===== config.mk =====
export PLATFORM = sky130hd
export DESIGN_NAME = pio_flag_ctrl
export DESIGN_NICKNAME = d
export VERILOG_FILES = /design/src/rtl/pio_pkg.sv /design/src/rtl/pio_decode.sv /design/src/rtl/pio_flag_bank.sv /design/src/rtl/pio_out_port.sv /design/src/rtl/pio_flag_ctrl.sv
export SDC_FILE = /design/constraint.sdc
export NUM_CORES = 1
export LEC_CHECK = 0
export BUFFER_PORTS_ARGS = -buffer_cell sky130_fd_sc_hd__clkbuf_2
export CORE_ASPECT_RATIO = 0.9
export CORE_MARGIN = 2
export CORE_UTILIZATION = 37
export CTS_CLUSTER_DIAMETER = 30
export CTS_CLUSTER_SIZE = 8
export DETAILED_ROUTE_END_ITERATION = 8
export GPL_TIMING_DRIVEN = 1
export PLACE_DENSITY_LB_ADDON = 0.08
export SLEW_MARGIN = 25
export SYNTH_ARGS = -nofsm -noshare
export SYNTH_HDL_FRONTEND = slang
export SYNTH_SLANG_ARGS = --single-unit
export TNS_END_PERCENT = 50

===== constraint.sdc =====
create_clock -name clk -period 1.15 [get_ports clk]
set_input_delay 0.23 -clock clk [delete_from_list [all_inputs] [get_ports clk]]
set_output_delay 0.23 -clock clk [all_outputs]
set_load 0.03 [all_outputs]

===== src/rtl/pio_pkg.sv =====
// Package: shared encodings and the decoded command type for the
// programmed I/O flag controller. Assumes one opcode value marks I/O.
package pio_pkg;
    localparam logic [2:0] IO_OPCODE = 3'b111;
    localparam int         N_DEV     = 2;   // devices per direction
    localparam int         FN_SKIP   = 0;
    localparam int         FN_CLR    = 1;
    localparam int         FN_XFER   = 2;
    localparam int         DIR_BIT   = 4;
    localparam int         DEV_BIT   = 3;

    typedef struct packed {
        logic valid;   // strobed I/O instruction
        logic dir;     // 0 input, 1 output
        logic dev;     // device within direction
        logic skip;
        logic clr;
        logic xfer;
    } pio_cmd_t;
endpackage


===== src/rtl/pio_decode.sv =====
// Module: decodes the instruction byte into a command record.
// Assumes instr is valid whenever exec_stb is high; purely combinational.
module pio_decode
    import pio_pkg::*;
(
    input  logic       exec_stb,
    input  logic [7:0] instr,
    output pio_cmd_t   cmd
);
    // Split opcode and function fields; gate validity with the strobe.
    always_comb begin
        cmd.valid = exec_stb && (instr[7:5] == IO_OPCODE);
        cmd.dir   = instr[DIR_BIT];
        cmd.dev   = instr[DEV_BIT];
        cmd.skip  = instr[FN_SKIP];
        cmd.clr   = instr[FN_CLR];
        cmd.xfer  = instr[FN_XFER];
    end
endmodule


===== src/rtl/pio_flag_bank.sv =====
// Module: a bank of ready flags, one per device. Set requests from the
// device side win over clear requests from instructions in the same cycle.
module pio_flag_bank #(
    parameter int N = 2
) (
    input  logic         clk,
    input  logic         rst_n,
    input  logic [N-1:0] set_i,
    input  logic [N-1:0] clr_i,
    output logic [N-1:0] flag_o
);
    for (genvar d = 0; d < N; d++) begin : g_flag
        // One flag: reset low, set dominates clear.
        always_ff @(posedge clk) begin
            if (!rst_n)         flag_o[d] <= 1'b0;
            else if (set_i[d])  flag_o[d] <= 1'b1;
            else if (clr_i[d])  flag_o[d] <= 1'b0;
        end
    end
endmodule


===== src/rtl/pio_out_port.sv =====
// Module: output channel registers. On a load request it captures the
// accumulator for the addressed device and raises its strobe for one cycle.
module pio_out_port #(
    parameter int N      = 2,
    parameter int DATA_W = 8
) (
    input  logic            clk,
    input  logic            rst_n,
    input  logic [N-1:0]    load_i,
    input  logic [DATA_W-1:0] ac_i,
    output logic [N*DATA_W-1:0] data_o,
    output logic [N-1:0]    wr_o
);
    for (genvar d = 0; d < N; d++) begin : g_port
        // Data register for device d, held until the next load.
        always_ff @(posedge clk) begin
            if (!rst_n)          data_o[d*DATA_W +: DATA_W] <= '0;
            else if (load_i[d])  data_o[d*DATA_W +: DATA_W] <= ac_i;
        end
        // Strobe for device d, high for the cycle after the load.
        always_ff @(posedge clk) begin
            if (!rst_n) wr_o[d] <= 1'b0;
            else        wr_o[d] <= load_i[d];
        end
    end
endmodule


===== src/rtl/pio_flag_ctrl.sv =====
// Module: top of the programmed I/O flag controller. It decodes I/O
// instructions, keeps per-device ready flags, answers skip tests and moves
// bytes between the accumulator and the channels. Assumes a one-cycle strobe.
module pio_flag_ctrl
    import pio_pkg::*;
#(
    parameter int DATA_W = 8
) (
    input  logic                    clk,
    input  logic                    rst_n,
    input  logic                    exec_stb,
    input  logic [7:0]              instr,
    input  logic [DATA_W-1:0]       ac_in,
    output logic [DATA_W-1:0]       ac_out,
    output logic                    ac_wr,
    output logic                    skip_req,
    input  logic [2*DATA_W-1:0]     in_data,
    input  logic [1:0]              in_set,
    output logic [2*DATA_W-1:0]     out_data,
    output logic [1:0]              out_wr,
    input  logic [1:0]              out_set
);
    localparam int N = N_DEV;

    pio_cmd_t     cmd;
    logic [N-1:0] dev_hot;
    logic [N-1:0] in_clr, out_clr, out_load;
    logic [N-1:0] in_flag, out_flag;

    pio_decode u_dec (.exec_stb(exec_stb), .instr(instr), .cmd(cmd));

    // One-hot device select from the decoded device bit.
    always_comb begin
        for (int d = 0; d < N; d++) dev_hot[d] = (cmd.dev == d[0]);
    end

    // Per-device clear and load requests for each direction.
    always_comb begin
        for (int d = 0; d < N; d++) begin
            in_clr[d]   = cmd.valid && !cmd.dir && dev_hot[d] && cmd.clr;
            out_load[d] = cmd.valid &&  cmd.dir && dev_hot[d] && cmd.xfer;
            out_clr[d]  = cmd.valid &&  cmd.dir && dev_hot[d] && cmd.clr;
            out_clr[d]  = out_clr[d] || out_load[d];
        end
    end

    pio_flag_bank #(.N(N)) u_in_flags (
        .clk(clk), .rst_n(rst_n), .set_i(in_set), .clr_i(in_clr), .flag_o(in_flag)
    );
    pio_flag_bank #(.N(N)) u_out_flags (
        .clk(clk), .rst_n(rst_n), .set_i(out_set), .clr_i(out_clr), .flag_o(out_flag)
    );
    pio_out_port #(.N(N), .DATA_W(DATA_W)) u_out (
        .clk(clk), .rst_n(rst_n), .load_i(out_load), .ac_i(ac_in),
        .data_o(out_data), .wr_o(out_wr)
    );

    // Skip test on the registered flag, i.e. its value before this instruction.
    always_comb begin
        logic sel_flag;
        sel_flag = cmd.dir ? out_flag[cmd.dev] : in_flag[cmd.dev];
        skip_req = cmd.valid && cmd.skip && sel_flag;
    end

    // Read path: selected input byte onto the accumulator bus.
    always_comb begin
        ac_wr  = cmd.valid && !cmd.dir && cmd.xfer;
        ac_out = ac_wr ? in_data[cmd.dev*DATA_W +: DATA_W] : '0;
    end
endmodule


After elaboration in Yosys (flattened, before gate mapping)
Index checks and enable logic that the tools add are counted.
Storage, ports and cells
  flip-flop bits (word level): 22
  latch bits: 0
  memory bits (writable): 0
  ROM bits: 0
  output and inout bits: 28
  logic and storage cells: 49
  memories kept: 0
Operators by class
  add/sub/neg operators: 0
  multipliers: 0
  div/mod/pow operators: 0
  magnitude comparators: 1
  equality and inequality tests: 1
  shift operators: 1
  multiplexer cells: 14
  bitwise gates (word level): 1
  reductions and logical operators: 23
Operators by type and width (number)
  $logic_and 1x1->1: 16
  $shiftx 16x5->8: 1
  $mux 1: 13
  $mux 8: 1
  $reduce_bool 2->1: 4
  $eq 3x3->1 const B: 1
  $logic_or 1x1->1: 2
  $lt 1x2->1 const B: 1
  $logic_not 1->1: 1
  $not 1->1: 1

Logic depth before layout (Yosys ltp)
  word-level depth: 8
  gate-level depth with buffers: 4
  depth with buffers taken out: 3

Cells and area by module
A second synthesis with hierarchy kept.
Unflattened totals
  cells, all modules: 103
  area, all modules: 1103.6 µm²
Modules (own cells, without submodules)
  pio_out_port: times used 1, cells an instance 55, area each 669.4 µm², sequential area each 360.3 µm²
  pio_flag_ctrl: times used 1, cells an instance 30, area each 222.7 µm², sequential area each 0.0 µm²
  pio_flag_bank: times used 2, cells an instance 6, area each 82.6 µm², sequential area each 40.0 µm²
  pio_decode: times used 1, cells an instance 6, area each 46.3 µm², sequential area each 0.0 µm²

Least setup slack after synthesis
No wires, ideal clock.
  path type: input port to output port
  start point: input exec_stb
  end point: output ac_out[0]
  arrival time: 1139 ps
  required time: 920 ps
  setup slack: -219 ps
  stages on the path: 3
  cell sequence: and4_2 nand3b_1 nor2_1
On the way
  longest elaborated chain between the ends: 4
RTL lines
  start, declared: RTL line pio_flag_ctrl.sv:11  | input logic exec_stb,
  $logic_and 1x1->1: RTL line pio_decode.sv:12  | cmd.valid = exec_stb && (instr[7:5] == IO_OPCODE);
  $logic_and 1x1->1 (2 in a row): RTL line pio_flag_ctrl.sv:67  | ac_wr = cmd.valid && !cmd.dir && cmd.xfer;
  $mux 8: RTL line pio_flag_ctrl.sv:68  | ac_out = ac_wr ? in_data[cmd.dev*DATA_W +: DATA_W] : '0;
  end, declared: RTL line pio_flag_ctrl.sv:14  | output logic [DATA_W-1:0] ac_out,
Every way passes these cells.

Final worst setup path
  start point: register u_out_flags.flag_o[1]
  end point: output skip_req
On the way
  longest elaborated chain between the ends: 4
RTL lines
  start, declared: RTL line pio_flag_bank.sv:10  | output logic [N-1:0] flag_o
  start signal, assigned by index: RTL line pio_flag_bank.sv:15  | if (!rst_n) flag_o[d] <= 1'b0;
  start signal, assigned by index: RTL line pio_flag_bank.sv:16  | else if (set_i[d]) flag_o[d] <= 1'b1;
  start signal, assigned by index: RTL line pio_flag_bank.sv:17  | else if (clr_i[d]) flag_o[d] <= 1'b0;
  $mux 1 (not written as such) (2 in a row): RTL line pio_flag_ctrl.sv:61  | sel_flag = cmd.dir ? out_flag[cmd.dev] : in_flag[cmd.dev];
  $mux 1: RTL line pio_flag_ctrl.sv:61
  $logic_and 1x1->1: RTL line pio_flag_ctrl.sv:62  | skip_req = cmd.valid && cmd.skip && sel_flag;
  end, declared: RTL line pio_flag_ctrl.sv:16  | output logic skip_req,
Every way passes these cells. The select of a mux whose other input is x is not followed.

==> impl_metrics.toml <==
[cts]
insertion_delay_ns = 0.30
numCtsBuffers = 3
cts_hold_buf = 0
cts_tree = "built"
path_clk_slew_ns = 0.13
h-tree-depth = 1
root_buffer = "clkbuf_4"
cts_num_sinks = 22
cts_max_path_buffers = 2

[place]
placed_area_um2 = 1490
place_inst = 217
numPortBuffers = 66
place.gp.congestion = 0.679
hpwl_um = 2100

[worst_setup_path]
crit_fanout = 2
reg2reg_depth = 2
end_kind = "primary output"
worstPathArrival_ns = 1.42
reg2reg_to = "u_out_flags.flag_o[1]"
critPathLaunchType = "register"
r2r_slack_ns = 0.43
cp.required_ns = 0.92
reg2reg_from = "u_out_flags.flag_o[1]"
worstSetupPathType = "register to primary output"

[synth]
yosys_warnings = 0
synthTopCellsByCount = "nand2_1, mux2i_1, dfxtp_1, nor2_1, o21ai_0"
ys_ff_latch = 22
synth_edf_count = 0
async_flop_share_pct = 0
synth_top_area_share_pct = 42.8
synth.distinct_cells = 20
yosysMostFrequentCell = "nand2_1"
synth_flop_cell = "dfxtp_1"
syn_nets = 150
synth_cells = 111
synth_area_leader_cell = "dfxtp_1"
synth_seq_area_share_pct = 42.8
synth_area_per_cell_um2 = 9.28
synth_area_um2 = 1030
synthTopCellsByArea = "dfxtp_1, mux2i_1, nand2_1"

[power_and_ir_drop]
powerDensity_nw_per_um2 = 895
p_total_mw = 1.68
ir_drop_uv = 747
power.leakage_nw = 0.829

[timing]
worst_slew_pin_slew_ns = 0.288
maxSlewViolCount = 0
period_share_pct = 143
rsz0062_at_grt = "yes"
finalSetupViolCount = 10
fin_hold_ws_ns = 0.140
period_minus_slack_ns = 1.65
setup_ws_ns = -0.497
fmax_mhz = 607
hold_viol_final = 0
slew_headroom_pct = 80.7
skew_ns = 0

[floorplanning]
core_area_um2 = 2700
die_h_um = 54.0
start_util_pct = 38.1
rows = 18
num_io_pins = 67
dieArea_um2 = 3220
fp.dieW_um = 59.6

[route]
drtPass1Iterations = 4
vias = 1111
antenna_left = 0
drt_iter0_markers = 28
drc = 0
post_drt_via_cell_ratio = 4.96
drt-wirelength-per-cell_um = 14.0
wl_um = 3130

[layout]
area_delta_synth_final_pct = 82.1
regArea_um2 = 445
fin_cells = 224
drive_above_1_share_pct = 59.8
multi_input_area_um2 = 702
num-nets-final = 234
antenna_cells = 0
final_area_um2 = 1880
fillers = 199

[min_path]
min_to = "u_out_flags.flag_o[1]"
holdPathStages = 3
hp-class = "primary input to register"
min_from = "out_set[1]"

[grt]
gr-total-overflow = 0
grt_pass1_vias = 1085
grt_usage_pct = 18.9
grt_pass1_wl_um = 4550
grt_antenna_before_repair = 0
grt_max_degree = 19

[status]
violations = "negative setup slack"
status = "finished with violations"

[job]
maxCapViolCount = 0
## sequential cells by signal (all words and copies together) (netlist names)
signal	flops
u_out.data_o	16
u_in_flags.flag_o	2
u_out.wr_o	2
u_out_flags.flag_o	2
## through the flow
step                setup TNS (ns)  util (%)  setup slack, ns
floorplan                    -1.95         -           -0.219
global placement             -3.91      55.2           -0.249
detailed placement           -4.77      55.2           -0.290
CTS                          -2.00      62.4           -0.514
global route                 -2.05      69.4           -0.550
finish                       -1.84      69.4           -0.497
## routing by layer
layer,track usage [%],vias to the layer above,share of wire [%]
met5,0,-,0
met4,4.81,0,1.5
met3,6.25,6,5.5
met2,33.5,47,55
met1,22.1,513,38
li1,-,545,-
## logic make-up after synthesis
| family | Yosys count | synth area share, % |
|---|---|---|
| AOI/OAI and AO/OA | 9 | 4.62 |
| buffers and inverters | 9 | 4.37 |
| DFF | 22 | 42.8 |
| muxes | 25 | 25.5 |
| and+or+nand+nor | 46 | 22.7 |
## worst max path at each step
stage                          start        end  slack [ns]
2_1_floorplan               exec_stb  ac_out[0]       -0.22
4_1_cts        u_out_flags.flag_o[1]   skip_req       -0.51
3_5_place_dp                exec_stb  ac_out[4]       -0.29
6_report       u_out_flags.flag_o[1]   skip_req       -0.50
5_1_grt        u_out_flags.flag_o[1]   skip_req       -0.55
3_3_place_gp                instr[3]   skip_req       -0.25
## critical path, cell delays in order (launching register included)
cell and delay (ns):
dfxtp_2 0.35, mux4_2 0.46, and3_4 0.17, buf_8 0.13
## what timing repair did
action | in CTS | in global routing
pin swaps | 8 | 4
hold endpoints to repair | 0 | 0
gates cloned | 1 | 0
setup endpoints to repair | 10 | 20
setup buffers | 2 | 0
resized for setup | 34 | 61
## cell type report
cell class	count	share of cell area [%]
clock buffers	3	1.20
clock inverters	1	1.60
inverters	4	0.934
multi-input cells	80	37.4
flip-flops and latches	22	23.7
well taps	30	2.00
repair buffers	84	33.1
## power breakdown
part | switching [mW] | total (mW) | leakage, nW | internal (mW)
registers | 0.00715 | 0.782 | 0.180 | 0.775
logic | 0.147 | 0.310 | 0.621 | 0.163
clock network | 0.233 | 0.586 | 0.0279 | 0.353
## cells in the final DEF, fill, tap and decap left out
cell type,n
a21oi_1,2
a31oi_1,2
and3_4,1
and4_4,1
buf_12,2
buf_2,5
buf_4,14
buf_6,10
buf_8,6
bufinv_16,1
clkbuf_2,42
clkbuf_4,8
dfxtp_1,18
dfxtp_2,4
inv_1,2
inv_2,1
inv_4,1
mux2i_1,16
mux2i_2,1
mux2i_4,7
mux4_2,1
nand2_1,25
nand3b_1,1
nand4_1,1
nand4_4,1
nor2_1,5
nor2_4,8
nor3_4,2
nor3b_1,1
o21ai_0,5
Power figures use the tool's default switching activity.
